[src/rtl/pcicfg_pkg.sv]
package pcicfg_pkg;

   // access width code presented with each access
   typedef enum logic [1:0] {
      SZ_BYTE = 2'b00,
      SZ_HALF = 2'b01,
      SZ_WORD = 2'b10,
      SZ_WIDE = 2'b11
   } acc_size_e;

   // per-access outcome pulses, registered together
   typedef struct packed {
      logic cfg;
      logic fill;
      logic clr;
   } outcome_t;

endpackage

[src/rtl/pcicfg_tz_enc.sv]
// Lowest-set-bit position encoder for the device-select field.
module pcicfg_tz_enc #(
   parameter int SEL_W   = 21,
   parameter int IDX_W   = 5,
   parameter bit TZ_TREE = 1'b1
) (
   input  logic [SEL_W-1:0] sel,
   output logic [IDX_W-1:0] idx,
   output logic             none
);

   initial begin
      assert (SEL_W <= (1 << IDX_W))
         else $error("index width too narrow for select field");
   end

   assign none = ~|sel;

   if (TZ_TREE) begin : g_tree
      // isolate lowest set bit, then OR-reduce per index bit
      logic [SEL_W-1:0] lowbit;
      assign lowbit = sel & (~sel + SEL_W'(1));
      for (genvar gb = 0; gb < IDX_W; gb++) begin : g_bit
         logic [SEL_W-1:0] pick;
         for (genvar gi = 0; gi < SEL_W; gi++) begin : g_pos
            localparam logic [31:0] POS = gi;
            assign pick[gi] = lowbit[gi] & POS[gb];
         end
         assign idx[gb] = |pick;
      end
   end else begin : g_scan
      // priority scan from the top; lowest set bit is written last
      always_comb begin
         idx = '0;
         for (int i = SEL_W - 1; i >= 0; i--) begin
            if (sel[i]) idx = IDX_W'(i);
         end
      end
   end

endmodule

[src/rtl/pcicfg_split.sv]
// Joins offset and mapping half, decodes fields, builds type-0 address.
module pcicfg_split #(
   parameter int OFF_W   = 16,
   parameter int BUS_W   = 8,
   parameter int DEV_W   = 5,
   parameter int FN_W    = 3,
   parameter bit TZ_TREE = 1'b1
) (
   input  logic [OFF_W-1:0]   off,
   input  logic [OFF_W-1:0]   upper,
   input  logic               type1,
   input  logic [BUS_W-1:0]   bus,
   output logic [2*OFF_W-1:0] addr,
   output logic               bad
);

   localparam int ADDR_W = 2 * OFF_W;
   localparam int REG_W  = 8;
   localparam int FN_LO  = REG_W;
   localparam int SEL_LO = FN_LO + FN_W;
   localparam int SEL_W  = ADDR_W - SEL_LO;
   localparam int DEV_LO = SEL_LO;
   localparam int BUS_LO = DEV_LO + DEV_W;
   localparam int PAD_W  = ADDR_W - 1 - BUS_LO - BUS_W;

   initial begin
      assert (PAD_W >= 0)
         else $error("bus field does not fit below the enable bit");
   end

   logic [ADDR_W-1:0] work;
   logic [DEV_W-1:0]  dev;
   logic              sel_none;
   logic              unused_low;

   assign work = {upper, off};

   pcicfg_tz_enc #(
      .SEL_W  (SEL_W),
      .IDX_W  (DEV_W),
      .TZ_TREE(TZ_TREE)
   ) i_enc (
      .sel (work[ADDR_W-1:SEL_LO]),
      .idx (dev),
      .none(sel_none)
   );

   assign unused_low = ^work[1:0];
   assign bad = type1 | sel_none;

   if (PAD_W > 0) begin : g_pad
      assign addr = {1'b1, {PAD_W{1'b0}}, bus, dev,
                     work[FN_LO +: FN_W], work[REG_W-1:2], 2'b00};
   end else begin : g_nopad
      assign addr = {1'b1, bus, dev,
                     work[FN_LO +: FN_W], work[REG_W-1:2], 2'b00};
   end

endmodule

[src/rtl/pcicfg_fill.sv]
// Width-sized all-ones response for refused reads.
module pcicfg_fill #(
   parameter int DATA_W = 32
) (
   input  logic [1:0]        size,
   output logic [DATA_W-1:0] data
);

   import pcicfg_pkg::*;

   localparam int LANES = DATA_W / 8;

   initial begin
      assert (DATA_W == 32)
         else $error("fill supports 1, 2 and 4 byte accesses only");
   end

   logic [LANES-1:0] lane_on;

   always_comb begin
      unique case (acc_size_e'(size))
         SZ_BYTE: lane_on = LANES'(1);
         SZ_HALF: lane_on = LANES'(3);
         default: lane_on = '1;
      endcase
   end

   for (genvar gl = 0; gl < LANES; gl++) begin : g_lane
      assign data[gl*8 +: 8] = {8{lane_on[gl]}};
   end

endmodule

[src/rtl/pcicfg_xlate.sv]
module pcicfg_xlate #(
   parameter int OFF_W   = 16,
   parameter int BUS_W   = 8,
   parameter int DEV_W   = 5,
   parameter int FN_W    = 3,
   parameter int DATA_W  = 32,
   parameter bit TZ_TREE = 1'b1
) (
   input  logic                 clk,
   input  logic                 rst_n,
   input  logic                 acc_vld,
   input  logic                 acc_wr,
   input  logic [OFF_W-1:0]     acc_off,
   input  logic [1:0]           acc_size,
   input  logic [OFF_W-1:0]     map_upper,
   input  logic                 map_type1,
   input  logic [BUS_W-1:0]     bus_num,
   output logic                 cfg_vld,
   output logic                 cfg_wr,
   output logic [2*OFF_W-1:0]   cfg_addr,
   output logic                 fill_vld,
   output logic [DATA_W-1:0]    fill_data,
   output logic                 abort_clr
);

   import pcicfg_pkg::*;

   localparam int ADDR_W = 2 * OFF_W;

   logic [ADDR_W-1:0] xl_addr;
   logic              xl_bad;
   logic [DATA_W-1:0] ones;
   logic              take;
   outcome_t          nxt, cur;

   pcicfg_split #(
      .OFF_W  (OFF_W),
      .BUS_W  (BUS_W),
      .DEV_W  (DEV_W),
      .FN_W   (FN_W),
      .TZ_TREE(TZ_TREE)
   ) i_split (
      .off  (acc_off),
      .upper(map_upper),
      .type1(map_type1),
      .bus  (bus_num),
      .addr (xl_addr),
      .bad  (xl_bad)
   );

   pcicfg_fill #(
      .DATA_W(DATA_W)
   ) i_fill (
      .size(acc_size),
      .data(ones)
   );

   assign take = acc_vld & ~xl_bad;

   always_comb begin
      nxt.cfg  = take;
      nxt.fill = acc_vld & xl_bad & ~acc_wr;
      nxt.clr  = take;
   end

   always_ff @(posedge clk or negedge rst_n) begin
      if (!rst_n) begin
         cur       <= '0;
         cfg_wr    <= 1'b0;
         cfg_addr  <= '0;
         fill_data <= '0;
      end else begin
         cur <= nxt;
         if (take) begin
            cfg_wr   <= acc_wr;
            cfg_addr <= xl_addr;
         end
         if (nxt.fill) fill_data <= ones;
      end
   end

   assign cfg_vld   = cur.cfg;
   assign fill_vld  = cur.fill;
   assign abort_clr = cur.clr;

endmodule

[config.mk]
export PLATFORM = sky130hd
export DESIGN_NAME = pcicfg_xlate
export DESIGN_NICKNAME = d
export VERILOG_FILES = /design/src/rtl/pcicfg_pkg.sv /design/src/rtl/pcicfg_tz_enc.sv /design/src/rtl/pcicfg_split.sv /design/src/rtl/pcicfg_fill.sv /design/src/rtl/pcicfg_xlate.sv
export SDC_FILE = /design/constraint.sdc
export NUM_CORES = 1
export LEC_CHECK = 0
export BUFFER_PORTS_ARGS = -buffer_cell sky130_fd_sc_hd__buf_4
export CAP_MARGIN = 20
export CORE_ASPECT_RATIO = 0.8
export CORE_UTILIZATION = 45
export CTS_BUF_LIST = sky130_fd_sc_hd__clkbuf_8
export DETAILED_ROUTE_END_ITERATION = 8
export PLACE_DENSITY = 0.9
export SLEW_MARGIN = 5
export SYNTH_ARGS = -nofsm -noshare
export SYNTH_HDL_FRONTEND = slang
export SYNTH_SLANG_ARGS = --single-unit
[constraint.sdc]
create_clock -name clk -period 2 [get_ports clk]
set_input_delay 0.1 -clock clk [delete_from_list [all_inputs] [get_ports clk]]
set_output_delay 0.1 -clock clk [all_outputs]
set_load 0.01 [all_outputs]
# Yosys cells after proc, flatten, opt, wreduce, memory -nomap -nowiden
# Cells that the tools add are included.
classes:
  n_lt_le_gt_ge: 0
  shift: 0
  n_addsub: 1
  div: 0
  mux: 1
  n_reduce_logical: 8
  bitwise_logic: 8
  n_mul: 0
  n_eq_ne: 1
ops:
  columns: ["cell", "n"]
  rows:
  - ["adder 21 x 1 -> 21 bit, second input constant", 1]
  - ["bitwise AND 21 bit", 1]
  - ["inverter 21 bit", 1]
  - ["OR reduction 21 bit", 1]
  - ["OR reduction 10 bit", 2]
  - ["OR reduction 9 bit", 1]
  - ["one-hot mux 4 bit (2 select lines)", 1]
  - ["OR reduction 8 bit", 1]
  - ["OR reduction 5 bit", 1]
  - ["bitwise AND 1 bit", 3]
  - ["== test 2 x 1 -> 1 bit, second input constant", 1]
  - ["zero test 2 bit", 1]
  - ["inverter 1 bit", 2]
  - ["zero test 1 bit", 1]
  - ["bitwise OR 1 bit", 1]
word_totals:
  elab_cells: 24
  out_inout_bits: 68
  input_bits: 47
  romBits: 0
  latchBits: 0
  reg_bits: 51
  n_memories: 0
  ram_bits: 0

# Depth between registers and ports, before layout
# Gate-level depths: netlist (run 1).
depth:
  ltp_word: 5
  mapped_depth: 7
  ltp_nobuf: 5

# Modules after synthesis
# From an unflattened synthesis (run 1), not the netlist that was laid out.
unflattened:
  cells_unflattened: 248
  area_unflattened_um2: 3359.5
modules_own_cells:
  columns: ["module", "cells_per_inst", "area_per_inst_um2", "seq_area_each_um2", "n_inst"]
  rows:
  - ["pcicfg_xlate", 143, 2662.6, 1676.6, 1]
  - ["pcicfg_tz_enc", 42, 241.5, 0.0, 1]
  - ["pcicfg_fill", 33, 239.0, 0.0, 1]
  - ["pcicfg_split", 30, 216.5, 0.0, 1]

# Worst setup path before layout (run 1)
# Ideal clock, no wire load.
synth_path:
  path_type: "input to register"
  startpoint: "in map_upper[12]"
  endpoint: "reg cfg_addr[10]"
  setup_ns: 0.125
  slack_ns: 0.336
  t_arrival_ns: 1.539
  path_buffers: 2
  stages: 5
  required_ns: 1.875
  cell_sequence: "or4_1 > o31a_1 > buf_6 > buf_6 > mux2_4"
synth_between:
  elab_chain_cells: 5
synth_rtl:
  columns: ["element", "line", "source"]
  rows:
  - ["start, declared", "pcicfg_xlate.sv:15", "input logic [OFF_W-1:0] map_upper,"]
  - ["OR reduction 21 bit", "pcicfg_tz_enc.sv:17", "assign none = ~|sel;"]
  - ["zero test 1 bit", "pcicfg_tz_enc.sv:17", null]
  - ["bitwise OR 1 bit", "pcicfg_split.sv:49", "assign bad = type1 | sel_none;"]
  - ["inverter 1 bit", "pcicfg_xlate.sv:58", "assign take = acc_vld & ~xl_bad;"]
  - ["bitwise AND 1 bit", "pcicfg_xlate.sv:58", null]
  - ["end signal, assigned", "pcicfg_xlate.sv:76", "cfg_addr <= xl_addr;"]
  - ["end, declared", "pcicfg_xlate.sv:20", "output logic [2*OFF_W-1:0] cfg_addr,"]
# No other way between the ends.
# A chain may end at the register's enable or synchronous reset.

# Worst setup path after layout (run 1)
layout_path:
  startpoint: "in map_upper[12]"
  endpoint: "reg cfg_addr[7]"
# The elaborated chain is that of the path after synthesis.

==> results by group, run 1 <==
Logic synthesis
  – Share of the synthesized area in the top cell type: 43.0%
  – Post-synth cell types: 29
  – Dominant cell by count in the synthesized netlist: sky130_fd_sc_hd__buf_4
  – Cells taking the most area after synthesis: sky130_fd_sc_hd__dfrtp_1 43%, sky130_fd_sc_hd__buf_4 17%, sky130_fd_sc_hd__mux2_4 12%
  – Syn_area_per_cell: 11.3 um2
  – Post-synth EDFFs: 0
  – Proportion of synthesized flip-flops having asynchronous set or reset: 100%
  – Dominant cell type by area after synthesis: sky130_fd_sc_hd__dfrtp_1
  – Ys flop type: sky130_fd_sc_hd__dfrtp_1
  – Total number of yosys warnings: 0
  – Count of mapped cells out of synthesis: 150
  – Number of flip-flops and latches in the synthesized netlist: 29
  – Register area share after synthesis: 43.0%
  – Syn Std Cell Area: 1690 um2
  – Commonest cells in the synthesized netlist: 39 x sky130_fd_sc_hd__buf_4, 29 x sky130_fd_sc_hd__dfrtp_1, 13 x sky130_fd_sc_hd__mux2_4

Global routing
  – Largest net degree at the start of global routing: 30
  – Number of global-route vias before repair: 1,183
  – Total GRT Usage: 18.4%
  – Number of antenna violations at the first check in global routing: 0
  – Global-route wire length before repair: 5560 um
  – Global route total overflow: 0

Worst hold path
  – Worst hold path depth: 2
  – Hold path endpoint: cfg_addr[2]
  – Startpoint of the most critical hold path: acc_off[2]
  – Hold/Removal Path Class: input pin to flop

Floorplanning
  – Die height: 56.8 um
  – Placeable core area: 3520 um2
  – Die span in x: 70.5 um
  – Total number of placement rows: 19
  – Number of top-level design ports: 115
  – Initial cell density of the core: 48.0%
  – Die area: 4000 um2

Setup path
  – Required @ worst endpoint: 2.15 ns
  – Start of the worst register-to-register path: fill_data[23]
  – Worst setup slack for register-to-register paths: 1.00 ns
  – Maximum net fanout on the critical path: 26
  – Capture instance of the worst register-to-register path: fill_data[23]
  – Critical path endpoint category: flop
  – Arrival time of the worst setup path: 1.67 ns
  – Cell depth of the worst flop-to-flop path: 1
  – Crit start category: input pin
  – Category of the critical setup timing path: input pin to flop

Outcome
  – Result of the run: finished with violations
  – Violations in the final reports: DRC

Power and ir drop
  – Switching part of the total: 29.0%
  – Fraction of power consumed by sequential logic: 41.9%
  – Peak supply drop: 0.348 mV
  – Cell-internal power: 1.22 mW
  – Leakage power: 1.18 nW
  – Power share of the combinational group: 32.4%
  – Clock share of power: 25.7%
  – Post-layout total power: 1.72 mW
  – Switch Pwr: 499 uW
  – Power density normalized to cell area: 733 nW/um2

Timing
  – Endpoints failing setup: 0
  – Final hold violation count: 0
  – Final worst-path cycle share: 75.9%
  – Min Tclk post-route: 1.52 ns
  – Fmax: 658 MHz
  – Final total negative setup slack: 0 ns
  – RSZ-0062 raised after global routing: false
  – Final Max Slew Viols: 0
  – Fin worst setup slack: 0.481 ns
  – Worst clock skew on the final layout: 0 ns

Cells and area
  – Fill cells: 279
  – Post-route cell area: 2350 um2
  – Fraction of layout cells with a size suffix above 1: 56.3%
  – Area added between synthesis and finish: 38.9%
  – FF/Latch Area: 726 um2
  – Number of non-filler instances in the completed layout: 273
  – Area taken by multi-input logic gates: 641 um2
  – Nets@finish: 277
  – Number of diodes: 0

Placed design
  – Worst setup slack after placement: 0.193 ns
  – Half-perimeter wire length after detailed placement: 2800 um
  – Number of input and output port buffers inserted: 103
  – Routability congestion estimate: 0.775
  – Cells after DPL: 264
  – Placed standard-cell area: 2250 um2

CTS
  – Count of instances resized after the clock tree is built: 0
  – Clock latency of the later-clocked register in the worst-skew pair: 0.27 ns
  – Deepest clock path buffer count: 2
  – Root Buffer: sky130_fd_sc_hd__clkbuf_8
  – CTS H-tree depth: 2
  – Sink count of the clock tree: 29
  – Clock-pin slew on the worst setup and hold paths: 0.06 ns
  – CTS tree: done
  – Number of buffers added by the clock tree synthesis step: 5

Routing
  – Number of DRC violations after detailed-routing iteration 0: 98
  – ANT nets after route: 0
  – Residual DRC count: 20
  – Met3 layer wire length in the routed design: 359 um
  – Detailed-routed wire length on met2: 1800 um
  – Uppermost metal layer occupied by signal nets: met4
  – Number of detailed-route iterations in the first pass: 5
  – Vias per Instance: 4.84
  – Post-Route M1 WL: 1350 um
  – Number of vias in the routed layout: 1,320
  – Total wire length after detailed routing: 3570 um
  – Average wire per cell in the routed design: 13.1 um

Flow run
  – Max-Cap Viols: 0
[layout make-up]
cell class	count	area share, %
Timing Repair Buffer	107	34.9
Sequential cell	29	30.9
Multi-Input combinational cell	80	27.3
Clock buffer	5	2.93
Tap cell	42	2.24
Inverter	7	1.12
Clock inverter	3	0.587
[per-layer routing]
layer / track usage, % / up-vias
met5: 0 / -
met4: 7.00 / 0
met2: 33.1 / 72
met1: 20.0 / 616
li1: - / 625
met3: 6.28 / 7
[worst max-delay path by stage]
| stage | start | slack [ns] | endpoint |
|---|---|---|---|
| 2_1_floorplan | map_upper[12] | 0.34 | cfg_addr[10] |
| 3_3_place_gp | map_upper[12] | 0.23 | cfg_addr[7] |
| 3_5_place_dp | map_upper[12] | 0.19 | cfg_addr[7] |
| 4_1_cts | map_upper[12] | 0.49 | cfg_addr[5] |
| 5_1_grt | map_upper[8] | 0.44 | cfg_addr[5] |
| 6_report | map_upper[12] | 0.48 | cfg_addr[7] |
[power by group through the flow]
stage,combinational [mW],sequential (mW),clock (mW)
after CTS,0.564,0.723,0.458
final,0.557,0.721,0.443
after global routing,0.595,0.733,0.501
after floorplan,0.300,0.757,0
after detailed placement,0.561,0.732,0
after global placement,0.546,0.723,0
[per-stage QoR]
| step | hold WS [ns] | utilization, % |
|---|---|---|
| 2_1_floorplan | -0.196 | - |
| 3_3_place_gp | 0.0372 | 64.0 |
| 3_5_place_dp | 0.0429 | 64.0 |
| 4_1_cts | 0.0361 | 66.7 |
| 5_1_grt | 0.0315 | 66.7 |
| 6_report | 0.0424 | 66.7 |
[sequential cells by signal, indices dropped and copies added (netlist names)]
signal     cells
abort_clr      1
cfg_addr      23
cfg_wr         1
fill_data      3
fill_vld       1
[timing repair]
item                                   in CTS  in global routing
buffers inserted                            0                  0
hold buffers                                1                  0
endpoints found under the hold margin      29                  0
[worst max-delay path: stages]
cell,delay [ns]
sky130_fd_sc_hd__buf_4,0.12
sky130_fd_sc_hd__or4_1,0.59
sky130_fd_sc_hd__o31a_1,0.35
sky130_fd_sc_hd__buf_12,0.18
sky130_fd_sc_hd__mux2_1,0.33
[kinds of logic after synthesis]
group / after synthesis / share of synthesized area [%]
AO/OA/AOI/OAI: 19 / 7.41
AND/OR/NAND/NOR: 31 / 11.7
buffers and inverters: 49 / 20.9
multiplexers: 21 / 16.8
other: 1 / 0.222
flip-flops: 29 / 43.0
[cells in the final DEF, fill, tap and decap left out, drive strengths merged, types with 3 or more instances in the layout]
cell | netlist | routed
nor4 | 4 | 4
mux2 | 20 | 20
inv | 7 | 8
a21oi | 5 | 5
nor3 | 5 | 5
nor2 | 10 | 10
a31oi | 3 | 3
dfrtp | 29 | 29
clkbuf | 0 | 5
o21ai | 4 | 4
conb | 1 | 9
nand2 | 4 | 4
buf | 42 | 106
(Power assumes the default switching activity.)
==> inputs of run 2 (changes only) <==
CORE_UTILIZATION = 39   (was 45)
PLACE_DENSITY = 0.83   (was 0.9)
clock period = 1.34 ns   (was 2 ns; I/O delays follow)
==> run 2 against run 1 <==
  * Via count is 3.3% higher
  * Final cell count increased by 14%
  * Cell area is 12% higher
  * Clock-buffer cell count grew 2
  * Sequential share of layout area decreased by 3.4 points
  * Critical path depth is the same
  * The flow finishes with violations (setup timing)
  * Largest power group unchanged
==> results by group, run 2 (synthesis results as in run 1) <==
Worst hold path
  – Worst hold path depth: 2 (unchanged)
  – Startpoint of the most critical hold path: acc_off[4]
  – Hold/Removal Path Class: input pin to flop

Floorplanning
  – Placeable core area: 4180 um2 (+19%)
  – Die area: 4600 um2 (+15%)
  – Initial cell density of the core: 40.4% (-7.6 points)
  – Total number of placement rows: 21 (+2)
  – Die span in x: 75.6 um (+7.2%)
  – Number of top-level design ports: 115 (unchanged)
  – Die height: 60.9 um (+7.1%)

Timing
  – Worst clock skew on the final layout: 0 ns (unchanged)
  – Fin worst setup slack: -0.0262 ns (-0.507 ns)
  – Min Tclk post-route: 1.37 ns
  – RSZ-0062 raised after global routing: true
  – Final total negative setup slack: -0.335 ns (-0.335 ns)
  – Final Max Slew Viols: 0 (unchanged)
  – Fmax: 732 MHz
  – Final hold violation count: 0 (unchanged)
  – Final worst-path cycle share: 102%
  – Endpoints failing setup: 20 (+20)

Cells and area
  – Max reg flops: 23 (unchanged)
  – FF/Latch Area: 726 um2 (unchanged)
  – Leading cell type in the layout, fill and taps excluded: sky130_fd_sc_hd__buf_4
  – Nets@finish: 301 (+8.7%)
  – Most frequent cells in the layout: 124 x sky130_fd_sc_hd__buf_4, 29 x sky130_fd_sc_hd__dfrtp_1, 19 x sky130_fd_sc_hd__mux2_4
  – Register with the most flip-flops: cfg_addr
  – Fraction of layout cells with a size suffix above 1: 63.9% (+7.6 points)
  – Area taken by multi-input logic gates: 689 um2 (+7.6%)
  – Area added between synthesis and finish: 55.8%
  – Largest registers in the final layout: cfg_addr (23), fill_data (3)
  – Number of diodes: 0 (unchanged)
  – Fill cells: 337 (+21%)

Setup path
  – Category of the critical setup timing path: input pin to flop
  – Critical path endpoint category: flop
  – Start of the worst register-to-register path: fill_data[23]
  – Required @ worst endpoint: 1.49 ns (-0.66 ns)
  – Crit start category: input pin
  – Arrival time of the worst setup path: 1.52 ns (-0.15 ns)
  – Launching instance or port of the critical path: map_upper[12]
  – Maximum net fanout on the critical path: 26 (unchanged)
  – Cell depth of the worst flop-to-flop path: 1 (unchanged)

Routing
  – Number of DRC violations after detailed-routing iteration 0: 19 (-81%)
  – Total wire length after detailed routing: 3630 um (+1.7%)
  – Number of detailed-route iterations in the first pass: 4 (-1)
  – Vias per Instance: 4.37 (-9.6%)
  – Average wire per cell in the routed design: 11.6 um (-11%)
  – ANT nets after route: 0 (unchanged)
  – Residual DRC count: 0 (-100%)
  – Number of vias in the routed layout: 1,363 (+3.3%)

Flow run
  – Max-Cap Viols: 0 (unchanged)

CTS
  – CTS tree: done
  – Sink count of the clock tree: 29 (unchanged)
  – Clock-pin slew on the worst setup and hold paths: 0.06 ns (about the same)
  – CTS H-tree depth: 2 (unchanged)
  – Number of buffers added by the clock tree synthesis step: 5 (unchanged)
  – Deepest clock path buffer count: 2 (unchanged)
  – Root Buffer: sky130_fd_sc_hd__clkbuf_8
  – Clock latency of the later-clocked register in the worst-skew pair: 0.27 ns (about the same)

Power and ir drop
  – Cell-internal power: 2.00 mW (+64%)
  – Peak supply drop: 0.736 mV (+110%)
  – Post-layout total power: 2.74 mW (+60%)
  – Power share of the combinational group: 33.0% (+0.6 points)
  – Switch Pwr: 742 uW (+49%)
  – Clock share of power: 27.6% (+1.9 points)
  – Fraction of power consumed by sequential logic: 39.3% (-2.6 points)
  – Switching part of the total: 27.0% (-2.0 points)
  – Leakage power: 1.33 nW (+13%)
  – Power density normalized to cell area: 1040 nW/um2 (+42%)

Global routing
  – Global route total overflow: 0 (unchanged)
  – Total GRT Usage: 15.9% (-2.5 points)
  – Largest net degree at the start of global routing: 30 (unchanged)
  – Number of global-route vias before repair: 1,237 (+4.6%)
  – Global-route wire length before repair: 5330 um (-4.1%)
  – Number of antenna violations at the first check in global routing: 0 (unchanged)

Placed design
  – Routability congestion estimate: 0.777 (+0.18%)
  – Half-perimeter wire length after detailed placement: 2850 um (+1.7%)
  – Number of input and output port buffers inserted: 103 (unchanged)

Outcome
  – Violations in the final reports: setup timing
  – Result of the run: finished with violations
-- run 2: stage by stage --
| step | std cells | utilization [%] | hold slack [ns] | setup slack (ns) | instance area (um2) |
|---|---|---|---|---|---|
| 2_1_floorplan | 158 | - | -0.229 | -0.243 | 1740 |
| 3_3_place_gp | 303 | 59.0 | 0.00481 | -0.324 | 2460 |
| 3_5_place_dp | 303 | 59.0 | 0.00848 | -0.343 | 2460 |
| 4_1_cts | 312 | 62.2 | 0.00304 | -0.0271 | 2600 |
| 5_1_grt | 312 | 63.0 | 0.00852 | -0.0544 | 2630 |
| 6_report | 312 | 63.0 | 0.0150 | -0.0262 | 2630 |
-- run 2: path summary, 6_finish.rpt --
| path | endpoint | slack (ns) |
|---|---|---|
| max in group asynchronous | cfg_addr[31] | 0.82 |
| min in group asynchronous | cfg_addr[3] | 0.26 |
| setup / recovery | cfg_addr[4] | -0.03 |
| hold reg to reg | cfg_addr[31] | 0.48 |
| hold / removal | cfg_addr[4] | 0.01 |
| setup reg to reg | fill_data[23] | 0.34 |
-- run 2: power groups by stage --
stage,sequential [mW],combinational (mW),clock [mW]
6_report,1.08,0.906,0.758
5_1_grt,1.10,0.986,0.830
4_1_cts,1.08,0.900,0.798
3_5_place_dp,1.09,0.882,0
3_3_place_gp,1.09,0.862,0
2_1_floorplan,1.13,0.450,0
-- run 2: layout make-up --
cell class	count	share of cell area (%)
tap	57	2.71
timing repair buffer	131	38.7
sequential	29	27.6
clock inverter	1	0.190
clock buffer	7	3.66
multi-input combinational	80	26.2
inverter	7	0.999
-- run 2: worst max-delay path: stages --
cell	delay, ns
sky130_fd_sc_hd__buf_6	0.09
sky130_fd_sc_hd__or4_4	0.53
sky130_fd_sc_hd__o31a_1	0.33
sky130_fd_sc_hd__buf_12	0.19
sky130_fd_sc_hd__mux2_1	0.31
-- run 2: what timing repair did --
item,CTS,global route
cloned,0,0
resized for setup,6,7
buffers inserted,0,0
pin swaps,1,2
hold buffers,1,0
setup endpoints to repair,20,21
endpoints found under the hold margin,29,0
-- run 2: metal layers --
metal	vias to the layer above	track usage (%)	wire [um]
met1	626	18.0	1520
met3	2	5.65	252
met5	-	0	0
met2	62	28.8	1840
met4	0	3.97	10
li1	673	-	-
